<file path="src/rtl/fti_pkg.sv">
package fti_pkg;

  typedef enum logic [1:0] {
    WS_BYTE = 2'd0,
    WS_HALF = 2'd1,
    WS_WORD = 2'd2,
    WS_RSVD = 2'd3
  } wsize_e;

  typedef enum logic [1:0] {
    RXM_EMPTY = 2'd0,
    RXM_ANY   = 2'd1,
    RXM_HALF  = 2'd2,
    RXM_FULL  = 2'd3
  } rx_mode_e;

  typedef enum logic [1:0] {
    TXM_IDLE  = 2'd0,
    TXM_EMPTY = 2'd1,
    TXM_HALF  = 2'd2,
    TXM_SLOT  = 2'd3
  } tx_mode_e;

  // fault flag indices, shared by enables, clears and status
  localparam int ERR_UR = 0;
  localparam int ERR_OV = 1;
  localparam int ERR_FE = 2;
  localparam int N_ERR  = 3;

  // status word bit positions read by the register decoder
  localparam int ST_RX_EMPTY = 5;
  localparam int ST_OV       = 6;
  localparam int ST_UR       = 8;
  localparam int ST_FE       = 12;
  localparam int ST_TXL      = 16;
  localparam int ST_RXL      = 24;

  function automatic int unsigned size_shift(input logic [1:0] ws);
    case (wsize_e'(ws))
      WS_BYTE: return 0;
      WS_HALF: return 1;
      default: return 2;
    endcase
  endfunction

endpackage

</file>
<file path="src/rtl/fti_depth.sv">
module fti_depth #(
  parameter int FIFO_BYTES = 16,
  parameter int LVL_W      = 5
) (
  input  logic [1:0]       word_size,
  output logic [LVL_W-1:0] depth,
  output logic [LVL_W-1:0] half
);
  import fti_pkg::*;

  always_comb begin
    depth = LVL_W'(FIFO_BYTES >> size_shift(word_size));
    half  = depth >> 1;
  end

endmodule

</file>
<file path="src/rtl/fti_rx_cmp.sv">
module fti_rx_cmp #(
  parameter int LVL_W = 5
) (
  input  logic [1:0]       mode,
  input  logic [LVL_W-1:0] level,
  input  logic [LVL_W-1:0] depth,
  input  logic [LVL_W-1:0] half,
  output logic             hit
);
  import fti_pkg::*;

  always_comb begin
    case (rx_mode_e'(mode))
      RXM_EMPTY: hit = (level == '0);
      RXM_ANY:   hit = (level != '0);
      RXM_HALF:  hit = (level >= half);
      default:   hit = (level >= depth);
    endcase
  end

endmodule

</file>
<file path="src/rtl/fti_tx_cmp.sv">
module fti_tx_cmp #(
  parameter int LVL_W = 5
) (
  input  logic [1:0]       mode,
  input  logic [LVL_W-1:0] level,
  input  logic [LVL_W-1:0] depth,
  input  logic [LVL_W-1:0] half,
  input  logic             busy,
  output logic             hit
);
  import fti_pkg::*;

  // free slots are depth - level; free >= depth/2 <=> level <= depth/2
  always_comb begin
    case (tx_mode_e'(mode))
      TXM_IDLE:  hit = (level == '0) && !busy;
      TXM_EMPTY: hit = (level == '0);
      TXM_HALF:  hit = (level <= half);
      default:   hit = (level < depth);
    endcase
  end

endmodule

</file>
<file path="src/rtl/fti_evt_det.sv">
module fti_evt_det #(
  parameter int LVL_W = 5
) (
  input  logic                    clk,
  input  logic                    rst_n,
  input  logic                    rx_push,
  input  logic                    tx_pop,
  input  logic [LVL_W-1:0]        rx_level,
  input  logic [LVL_W-1:0]        tx_level,
  input  logic [LVL_W-1:0]        depth_now,
  input  logic                    frame_sync,
  input  logic                    frame_end,
  output logic [fti_pkg::N_ERR-1:0] set_evt
);
  import fti_pkg::*;

  logic in_frame_q;

  always_ff @(posedge clk) begin
    if (!rst_n)          in_frame_q <= 1'b0;
    else if (frame_sync) in_frame_q <= 1'b1;
    else if (frame_end)  in_frame_q <= 1'b0;
  end

  always_comb begin
    set_evt         = '0;
    set_evt[ERR_OV] = rx_push && (rx_level >= depth_now);
    set_evt[ERR_UR] = tx_pop && (tx_level == '0);
    set_evt[ERR_FE] = frame_sync && in_frame_q && !frame_end;
  end

  // a sync pulse always leaves a frame open
  assert_frame_open_R8: assert property (@(posedge clk) disable iff (!rst_n)
    frame_sync |=> in_frame_q);

endmodule

</file>
<file path="src/rtl/fti_err_latch.sv">
module fti_err_latch #(
  parameter int N = 3
) (
  input  logic         clk,
  input  logic         rst_n,
  input  logic [N-1:0] set_evt,
  input  logic [N-1:0] clr,
  output logic [N-1:0] flags
);

  for (genvar i = 0; i < N; i++) begin : g_flag
    always_ff @(posedge clk) begin
      if (!rst_n)          flags[i] <= 1'b0;
      else if (set_evt[i]) flags[i] <= 1'b1;
      else if (clr[i])     flags[i] <= 1'b0;
    end

    assert_set_wins_R9: assert property (@(posedge clk) disable iff (!rst_n)
      set_evt[i] |=> flags[i]);
    assert_clear_R9: assert property (@(posedge clk) disable iff (!rst_n)
      (!set_evt[i] && clr[i]) |=> !flags[i]);
    assert_sticky_R9: assert property (@(posedge clk) disable iff (!rst_n)
      (!set_evt[i] && !clr[i]) |=> $stable(flags[i]));
  end

endmodule

</file>
<file path="src/rtl/fifo_irq_gen.sv">
module fifo_irq_gen #(
  parameter int FIFO_BYTES = 16,
  parameter int LVL_W      = $clog2(FIFO_BYTES + 1)
) (
  input  logic             clk,
  input  logic             rst_n,
  input  logic             ctrl_on,
  input  logic [1:0]       rx_mode,
  input  logic [1:0]       tx_mode,
  input  logic [1:0]       word_size,
  input  logic [LVL_W-1:0] tx_level,
  input  logic [LVL_W-1:0] rx_level,
  input  logic             tx_shift_busy,
  input  logic             rx_push,
  input  logic             tx_pop,
  input  logic             frame_sync,
  input  logic             frame_end,
  input  logic [2:0]       err_en,
  input  logic [2:0]       err_clr,
  output logic             irq_tx,
  output logic             irq_rx,
  output logic             irq_fault,
  output logic [31:0]      status
);
  import fti_pkg::*;

  // sampled configuration and levels
  logic             on_q;
  logic [1:0]       rxm_q, txm_q, ws_q;
  logic [LVL_W-1:0] txl_q, rxl_q;
  logic             busy_q;
  logic [N_ERR-1:0] en_q;

  always_ff @(posedge clk) begin
    if (!rst_n) begin
      on_q   <= 1'b0;
      rxm_q  <= '0;
      txm_q  <= '0;
      ws_q   <= '0;
      txl_q  <= '0;
      rxl_q  <= '0;
      busy_q <= 1'b0;
      en_q   <= '0;
    end else begin
      on_q   <= ctrl_on;
      rxm_q  <= rx_mode;
      txm_q  <= tx_mode;
      ws_q   <= word_size;
      txl_q  <= tx_level;
      rxl_q  <= rx_level;
      busy_q <= tx_shift_busy;
      en_q   <= err_en;
    end
  end

  // depth for live event detection and for sampled thresholds
  logic [LVL_W-1:0] depth_now, half_now, depth_q, half_q;

  fti_depth #(.FIFO_BYTES(FIFO_BYTES), .LVL_W(LVL_W)) u_depth_now (
    .word_size (word_size),
    .depth     (depth_now),
    .half      (half_now)
  );

  fti_depth #(.FIFO_BYTES(FIFO_BYTES), .LVL_W(LVL_W)) u_depth_q (
    .word_size (ws_q),
    .depth     (depth_q),
    .half      (half_q)
  );

  logic rx_hit, tx_hit;

  fti_rx_cmp #(.LVL_W(LVL_W)) u_rx_cmp (
    .mode  (rxm_q),
    .level (rxl_q),
    .depth (depth_q),
    .half  (half_q),
    .hit   (rx_hit)
  );

  fti_tx_cmp #(.LVL_W(LVL_W)) u_tx_cmp (
    .mode  (txm_q),
    .level (txl_q),
    .depth (depth_q),
    .half  (half_q),
    .busy  (busy_q),
    .hit   (tx_hit)
  );

  logic [N_ERR-1:0] set_evt, flags;

  fti_evt_det #(.LVL_W(LVL_W)) u_evt (
    .clk        (clk),
    .rst_n      (rst_n),
    .rx_push    (rx_push),
    .tx_pop     (tx_pop),
    .rx_level   (rx_level),
    .tx_level   (tx_level),
    .depth_now  (depth_now),
    .frame_sync (frame_sync),
    .frame_end  (frame_end),
    .set_evt    (set_evt)
  );

  fti_err_latch #(.N(N_ERR)) u_flags (
    .clk     (clk),
    .rst_n   (rst_n),
    .set_evt (set_evt),
    .clr     (err_clr),
    .flags   (flags)
  );

  logic unused_half_now;
  assign unused_half_now = ^half_now;

  always_comb begin
    irq_rx    = on_q && rx_hit;
    irq_tx    = on_q && tx_hit;
    irq_fault = on_q && |(flags & en_q);

    status                     = '0;
    status[ST_RX_EMPTY]        = (rxl_q == '0);
    status[ST_OV]              = flags[ERR_OV];
    status[ST_UR]              = flags[ERR_UR];
    status[ST_FE]              = flags[ERR_FE];
    status[ST_TXL +: LVL_W]    = txl_q;
    status[ST_RXL +: LVL_W]    = rxl_q;
  end

  // level fields track the inputs one edge later
  assert_level_field_R4: assert property (@(posedge clk) disable iff (!rst_n)
    $past(rst_n) |-> (status[ST_RXL +: LVL_W] == $past(rx_level)) &&
                     (status[ST_TXL +: LVL_W] == $past(tx_level)));

  // disabled block keeps every line low
  assert_off_quiet_R11: assert property (@(posedge clk) disable iff (!rst_n)
    ($past(rst_n) && !$past(ctrl_on)) |-> (!irq_tx && !irq_rx && !irq_fault));

  // push at full latches overflow
  assert_overflow_R6: assert property (@(posedge clk) disable iff (!rst_n)
    (rx_push && (rx_level >= depth_now)) |=> status[ST_OV]);

  // pop from empty latches underrun
  assert_underrun_R7: assert property (@(posedge clk) disable iff (!rst_n)
    (tx_pop && (tx_level == '0)) |=> status[ST_UR]);

  // enabled overflow flag drives the fault line
  assert_fault_ov_R10: assert property (@(posedge clk) disable iff (!rst_n)
    ($past(rst_n) && $past(ctrl_on) && $past(err_en[ERR_OV]) && status[ST_OV])
      |-> irq_fault);

endmodule

</file>
<file path="config.mk">
export PLATFORM = sky130hd
export DESIGN_NAME = fifo_irq_gen
export DESIGN_NICKNAME = d
export VERILOG_FILES = /design/src/rtl/fti_pkg.sv /design/src/rtl/fti_depth.sv /design/src/rtl/fti_rx_cmp.sv /design/src/rtl/fti_tx_cmp.sv /design/src/rtl/fti_evt_det.sv /design/src/rtl/fti_err_latch.sv /design/src/rtl/fifo_irq_gen.sv
export SDC_FILE = /design/constraint.sdc
export NUM_CORES = 1
export LEC_CHECK = 0
export ABC_CLOCK_PERIOD_IN_PS = 2930
export CAP_MARGIN = 10
export CORE_MARGIN = 2
export CORE_UTILIZATION = 45
export CTS_CLUSTER_SIZE = 40
export DETAILED_ROUTE_END_ITERATION = 7
export MAX_ROUTING_LAYER = met4
export PLACE_DENSITY_LB_ADDON = 0.3
export SKIP_CTS_REPAIR_TIMING = 1
export SLEW_MARGIN = 25
export SYNTH_ARGS = -nofsm -noshare
export SYNTH_HDL_FRONTEND = slang
export SYNTH_HIERARCHICAL = 1
export SYNTH_SLANG_ARGS = --single-unit
</file>
<file path="constraint.sdc">
create_clock -name clk -period 2.93 [get_ports clk]
set_input_delay 0.7325 -clock clk [delete_from_list [all_inputs] [get_ports clk]]
set_output_delay 0.7325 -clock clk [all_outputs]
set_load 0.1 [all_outputs]
</file>
=== After elaboration in Yosys (flattened, before gate mapping) ===
Cells that the tools add are included.
Widths: inputs -> output; s select.

* Bits of input ports: 30
* Register bits: 25
* Logic and storage cells: 61

* Reductions and logical operators: 23
* Order comparisons: 5
* Shift operators: 2
* Mux-type cells: 12
* Bitwise logic cells: 1
* Eq/ne operators: 6

{| class="wikitable"
|+ Operators by type and width
! operator !! number
|-
| $logic_not 5->1 || 3
|-
| $ge 5x5->1 || 2
|-
| $shr 5x2->5 const A || 2
|-
| $eq 2x1->1 const B || 4
|-
| $logic_and 1x1->1 || 8
|-
| $logic_not 2->1 || 4
|-
| $mux 1 || 8
|-
| $pmux 2 s2 || 2
|-
| $reduce_bool 2->1 || 4
|-
| $pmux 1 s3 || 2
|-
| $ge 5x4->1 || 1
|-
| $le 5x4->1 || 1
|-
| $lt 5x5->1 || 1
|-
| $reduce_bool 5->1 || 1
|-
| $eq 2x2->1 const B || 2
|-
| $and 3x3->3 || 1
|-
| $reduce_or 3->1 || 1
|-
| $logic_not 1->1 || 2
|}

=== Logic depth before layout (Yosys ltp) ===
Gate-level depths: netlist (run 1).

* Depth in word-level cells: 6
* Depth in mapped cells: 10
* Mapped depth without buffers: 9

=== By module ===
The synthesis (run 1) kept the hierarchy.

{| class="wikitable"
|+ By module, submodules not included
! module !! area an instance (µm²) !! times used !! cells each !! sequential area each (µm²)
|-
| fifo_irq_gen || 738.2 || 1 || 69 || 420.4
|-
| fti_rx_cmp || 299.0 || 1 || 40 || 0.0
|-
| fti_tx_cmp || 279.0 || 1 || 36 || 0.0
|-
| fti_evt_det || 182.7 || 1 || 23 || 20.0
|-
| fti_depth || 70.1 || 2 || 11 || 0.0
|-
| fti_err_latch || 123.9 || 1 || 9 || 60.1
|}

=== Least setup slack after synthesis (run 1) ===
Ideal clock, no wire load.

* Path type: flip-flop to output port
* Start: reg txl_q[2]
* End: out irq_tx
* Path buffers: 0
* Arrival time: 2.698 ns
* Cell stages (with the launch flop): 8
* Setup slack: -0.500 ns
* Cells stage by stage: dfxtp_1 ha_1 a21oi_1 o21ai_1 a31oi_1 a311o_1 a31o_1 and2_1

* Word-level cells in the longest chain between the ends: 4
* Elaborated cells on any way between the ends: 6
* Classes of those cells: 2 x order compare; 1 x mux; 3 x reduce/logical

{| class="wikitable"
|+ Ends and longest elaborated chain
! what !! RTL line !! source
|-
| from (decl) || fifo_irq_gen.sv:30 || <nowiki>logic [LVL_W-1:0] txl_q, rxl_q;</nowiki>
|-
| from (signal assigned) || fifo_irq_gen.sv:49 || <nowiki>txl_q <= tx_level;</nowiki>
|-
| parallel branches: the longest is 2 deep, another holds $lt 5x5->1 || -- ||
|-
| $pmux 1 s3 * || fti_tx_cmp.sv:15 || <nowiki>case (tx_mode_e'(mode))</nowiki>
|-
| net tx_hit || fifo_irq_gen.sv:71 || <nowiki>logic rx_hit, tx_hit;</nowiki>
|-
| $logic_and 1x1->1 * || fifo_irq_gen.sv:118 || <nowiki>irq_tx = on_q && tx_hit;</nowiki>
|-
| to (decl) || fifo_irq_gen.sv:20 || <nowiki>output logic irq_tx,</nowiki>
|}

Mark *: on every way through the listed nets, which the timed path passes.

=== Worst setup path after layout (run 1) ===
* Start: reg ws_q[0]
* End: out irq_tx

* Word-level cells in the longest chain between the ends: 6
* Elaborated cells on any way between the ends: 8
* Classes of those cells: 2 x order compare; 1 x eq/ne; 1 x shift; 2 x mux; 2 x reduce/logical

{| class="wikitable"
|+ Ends and longest elaborated chain
! what !! RTL line !! source
|-
| from (decl) || fifo_irq_gen.sv:29 || <nowiki>logic [1:0] rxm_q, txm_q, ws_q;</nowiki>
|-
| from (signal assigned) || fifo_irq_gen.sv:48 || <nowiki>ws_q <= word_size;</nowiki>
|-
| $eq 2x1->1 or $logic_not 2->1 (tied branches) || fti_pkg.sv:39 || <nowiki>case (wsize_e'(ws))</nowiki>
|-
| $pmux 2 s2 * || fti_pkg.sv:39 ||
|-
| $shr 5x2->5 * || fti_depth.sv:12 || <nowiki>depth = LVL_W'(FIFO_BYTES >> size_shift(word_size));</nowiki>
|-
| net depth_q[3] || fifo_irq_gen.sv:57 || <nowiki>logic [LVL_W-1:0] depth_now, half_now, depth_q, half_q;</nowiki>
|-
| $lt 5x5->1 or $le 5x4->1 (tied branches) || fti_tx_cmp.sv:19, fti_tx_cmp.sv:18 ||
|-
| $pmux 1 s3 * || fti_tx_cmp.sv:15 ||
|-
| net tx_hit || fifo_irq_gen.sv:71 ||
|-
| $logic_and 1x1->1 * || fifo_irq_gen.sv:118 ||
|}

The timed path passes the listed nets; every way through them passes the cells marked *.

==> metrics, run 1 <==
worst hold slack 591 ps; number of diodes 0; Net count, final between 200 and 300; Tightest Pin Transition 632 ps; full die area 4350 µm²; deepest clock path buffer count 2; row count 22; crit-path max FO 4; core area 3660 µm²; syn avg cell area 8.89 µm²; initial antenna violation count 0; outcome finished with violations; Crit Reg-Reg Endpoint u_flags/flags[2]$_SDFFE_PN0P_; Die Width between 60 and 70 µm; Starting Density 47.1%; Final Wtd Congestion 0.769; multi-input logic area a little over 1000 µm²; Slew HR 57.7%; setup ws final -5.48 ps; crit path DAT 2200 ps; max cap viols 0; Worst Path Class, Setup flop to output port; GRT Total Usage approximately 15%; vias in the first global route ~1,200; Cells after Synth about 190; largest net degree at the start of global routing 26; share of cells above drive strength 1 between 20% and 30%; hold path start u_evt/in_frame_q$_SDFFE_PN0P_; worst path required time 2200 ps; P_leak roughly 1.0 nW; TritonCTS Buffers 3; Post-DRT Antenna Nets 0; violated checks setup timing; count of final hold-check violations 0; R2R Setup Slk 2090 ps; DRC viols 0; CP endpoint kind output port; total gr overflow 0; Synth Warn # 6; Clk Tree Root Cell clkbuf_8; Die Y-Extent 65.9 µm; maximum VDD drop 0.242 mV; Num Clock Sinks 25; vias per cell 4.52; final core occ around three fifths; H-tree levels 1; DP Wirelength roughly 2500 µm; Max Slew Vio Count 0; Reg area 513 µm²; fmax 0.341 GHz; crit start category flop; worst skew pair latency 260 ps; FILL cells between 300 and 400; DR vias 1,279; Final setup viols 1; # IOs 65; Tmin final 2940 ps; Final period util 100%; first-pass GRT wire length 5060 µm; DRT iter0 DRCs 23; post-route cell area 2190 µm²; Hold EP u_evt/in_frame_q$_SDFFE_PN0P_; Area Growth Syn to Fin 27.2%; drt first pass iters 4; PortBufs 46; Avg WL per Cell 10.6 µm; Clock Skew 0.0725 ps; Reg-to-Reg Start u_evt/in_frame_q$_SDFFE_PN0P_; Power Density 431 nW/µm²; number of stages on the worst hold path 2; Placed Area 2110 µm²; min-delay worst type flop to flop; RSZ-0062 raised after global routing true; Synth Cell Area 1730 µm²; Routed WL 2990 µm; CTS clk-pin slew, worst paths 80 ps; worst-case reg-to-reg path depth 3; CTS tree done
registers in the layout, summed over array words and instances (netlist names):
| signal | count |
|---|---|
| txl_q | 5 |
| txm_q | 2 |
| rxm_q | 2 |
| busy_q | 1 |
| on_q | 1 |
| en_q | 3 |
| ws_q | 2 |
| u_evt/in_frame_q | 1 |
| u_flags/flags | 3 |
| rxl_q | 5 |
per-stage QoR:
step	instances	power, mW	setup WS (ps)	TNS [ps]
2_1_floorplan	215	0.689	-346	-346
3_3_place_gp	279	0.745	174	0
3_5_place_dp	279	0.750	41.0	0
4_1_cts	283	0.949	-247	-247
5_1_grt	283	1.00	-102	-126
6_report	283	0.945	-5.48	-5.48
final cells by class:
type	instances	share of cell area (%)
Inverter	27	4.62
Clock inverter	1	0.228
Tap cell	48	2.74
Clock buffer	3	1.88
Timing Repair Buffer	47	20.5
Sequential cell	25	23.4
Multi-Input combinational cell	132	46.6
worst max path at each step:
stage,start,endpoint,slack (ps),cells after the start
after global routing,ws_q[0]$_SDFF_PN0_,irq_tx,-100,10
final,ws_q[0]$_SDFF_PN0_,irq_tx,-5,10
after CTS,ws_q[1]$_SDFF_PN0_,irq_tx,-250,10
after floorplan,txl_q[3]$_SDFF_PN0_,irq_tx,-350,5
after detailed placement,ws_q[1]$_SDFF_PN0_,irq_tx,40,10
after global placement,ws_q[1]$_SDFF_PN0_,irq_tx,170,10
metal layers:
| layer | vias to the layer above | wire [µm] | global-route usage (%) |
|---|---|---|---|
| met4 | 0 | 19 | 4.69 |
| met3 | 2 | 121 | 2.56 |
| met5 | - | 0 | - |
| met1 | 576 | 1420 | 20.2 |
| met2 | 28 | 1430 | 24.0 |
| li1 | 673 | - | - |
worst max-delay path, cell delays in order, from the launching register on:
cell and delay [ps]:
dfxtp_2 360, nor2b_4 190, inv_2 60, ha_4 260, nand2_2 40, o21ai_2 120, a31oi_1 100, a311o_1 300
a31o_1 190, and2_4 160, buf_12 160
where the power goes:
part / internal [mW] / switching, mW / leakage (nW)
Sequential: 0.358 / 0.0207 / 0.210
Combinational: 0.116 / 0.255 / 0.762
Clock: 0.0948 / 0.100 / 0.0255
Total: 0.569 / 0.376 / 0.997
cells in the final DEF (no fill, tap or decap), types with 3 or more instances in the layout:
cell             instances
inv_1                   26
a21oi_1                  4
dfxtp_2                  7
conb_1                  24
o21ai_1                  3
o21ai_0                  3
nand2_1                  3
nor2b_4                  4
nor3_2                   3
nor2b_1                  3
and2_1                  22
ha_1                    23
o21a_1                   6
dfxtp_1                 17
nor2_1                   4
clkdlybuf4s50_1         29
clkbuf_8                 3
buf_4                   16
Power figures use the tool's default switching activity.
==> run 2, diff against run 1 <==
Settings changed: CORE_UTILIZATION 45 to 40.
==> metrics, run 2 (synthesis gave the netlist of run 1 again) <==
RSZ-0062 raised after global routing true; share of cells above drive strength 1 22.7% (+1.4 points); Starting Density 42.2% (-4.9 points); DR vias 1,271 (-0.63%); Die Y-Extent 69.7 µm (+5.7%); row count 23 (+4.5%); Slew HR 56.0% (-1.7 points); Worst Path Class, Setup flop to output port; Post-DRT Antenna Nets 0 (unchanged); first-pass GRT wire length 4840 µm (-4.5%); worst setup path startpoint ws_q[0]$_SDFF_PN0_; Final period util 98.2% (-1.9 points); number of diodes 0 (unchanged); vias per cell 4.41 (-2.4%); Clk Tree Root Cell clkbuf_8; Largest regs rxl_q x5, txl_q x5; delay of the slowest critical-path stage 340 ps (-20 ps); initial antenna violation count 0 (unchanged); Place WS 66.8 ps (+25.8 ps); fmax 0.347 GHz (+2.0%); CP max stage cell dfxtp_2; H-tree levels 1 (unchanged); Crit Reg-Reg Endpoint u_flags/flags[2]$_SDFFE_PN0P_; CTS tree done; # IOs 65 (unchanged); crit-path max FO 3 (-1); Die Width 69.7 µm (+5.7%); commonest non-fill, non-tap cell in the layout clkdlybuf4s50_1; Clock Skew 0.0615 ps (-0.0110 ps); Power Density 427 nW/µm² (-0.79%); Num Clock Sinks 25 (unchanged); CP cell instances nor2b_4 > inv_2 > ha_4 > nand2_2 > o21ai_1 > a31oi_1 > a311o_1 > a31o_1 > and2_4 > buf_12; PortBufs 46 (unchanged); final setup TNS 0 ps (+5.48 ps); CP endpoint kind output port; deepest clock path buffer count 2 (unchanged); non-filler cells, final 288 (+1.8%); total gr overflow 0 (unchanged); maximum VDD drop 0.303 mV (+25%); largest net degree at the start of global routing 26 (unchanged); full die area 4850 µm² (+12%); vias in the first global route 1,154 (-2.2%); Final Wtd Congestion 0.797 (+3.7%); min-delay worst type flop to flop; final core occ 54.7% (-5.3 points); DRC viols 0 (unchanged); count of final hold-check violations 0 (unchanged); number of stages on the worst hold path 2 (unchanged); Net count, final 293 (+1.0%); DP Wirelength 2390 µm (-4.9%); drt first pass iters 4 (unchanged); Tightest Pin Transition 657 ps (+25.0 ps); DRT iter0 DRCs 33 (+43%); Area Growth Syn to Fin 29.5%; cell count after placement 281 (+0.72%); crit start category flop; setup ws final 51.3 ps (+56.8 ps); Avg WL per Cell 10.2 µm (-3.4%); Routed WL 2940 µm (-1.7%); Reg-to-Reg Start u_evt/in_frame_q$_SDFFE_PN0P_; TritonCTS Buffers 3 (unchanged); Pwr Total 955 µW (+1.0%); worst path required time 2200 ps (about the same); CTS clk-pin slew, worst paths 90 ps (about the same); GRT Total Usage 12.1% (-3.2 points); Tmin final 2880 ps (-56.8 ps); P_leak 1.01 nW (+1.2%); worst-case reg-to-reg path depth 3 (unchanged); Setup crit end irq_tx; outcome finished clean; FILL cells 391 (+11%); Max Slew Vio Count 0 (unchanged); Final setup viols 0 (-1); R2R Setup Slk 2090 ps (about the same); max cap viols 0 (unchanged); worst skew pair latency 260 ps (about the same); crit path DAT 2150 ps (-50 ps); commonest non-fill, non-tap cells in the layout clkdlybuf4s50_1 (29), inv_1 (25), conb_1 (24); core area 4090 µm² (+12%)
[run 2: per-layer routing]
metal	GRT usage (%)	vias to the layer above	wire length, µm
li1	-	676	-
met1	16.3	563	1430
met2	19.6	30	1390
met3	1.74	2	98
met4	2.56	0	15
met5	-	-	0
[run 2: worst min path at each step]
| stage | from | end |
|---|---|---|
| after floorplan | u_evt/in_frame_q$_SDFFE_PN0P_ | u_evt/in_frame_q$_SDFFE_PN0P_ |
| after global placement | u_evt/in_frame_q$_SDFFE_PN0P_ | u_evt/in_frame_q$_SDFFE_PN0P_ |
| after detailed placement | u_evt/in_frame_q$_SDFFE_PN0P_ | u_evt/in_frame_q$_SDFFE_PN0P_ |
| after CTS | u_evt/in_frame_q$_SDFFE_PN0P_ | u_evt/in_frame_q$_SDFFE_PN0P_ |
| after global routing | u_evt/in_frame_q$_SDFFE_PN0P_ | u_evt/in_frame_q$_SDFFE_PN0P_ |
| final | u_evt/in_frame_q$_SDFFE_PN0P_ | u_evt/in_frame_q$_SDFFE_PN0P_ |
[run 2: worst max-delay path: cells and delay by family (launching register included)]
kind / cells / cell delay, ps
AOI/OAI and AO/OA: 4 / 680
adders and majority gates: 1 / 270
buffers and inverters: 2 / 220
DFF: 1 / 340
and+or+nand+nor: 3 / 370
[run 2: final cells by class]
cell class,instances,area (µm²),share of cell area (%)
Multi-Input combinational cell,132,1030,46.2
Timing Repair Buffer,50,477,21.3
Tap cell,50,62.6,2.80
Inverter,27,101,4.54
Clock buffer,3,41.3,1.85
Clock inverter,1,7.51,0.336
Sequential cell,25,513,23.0
[run 2: power by group]
part	internal (mW)	total (mW)	switching (mW)
combinational	0.119	0.374	0.255
sequential	0.358	0.378	0.0200
clock	0.0961	0.202	0.106
total	0.574	0.955	0.382
[run 2: through the flow]
stage	hold slack, ps	instance area (µm²)
after global routing	635	2230
after global placement	574	2110
after CTS	603	2160
after floorplan	548	1820
final	591	2230
after detailed placement	577	2110
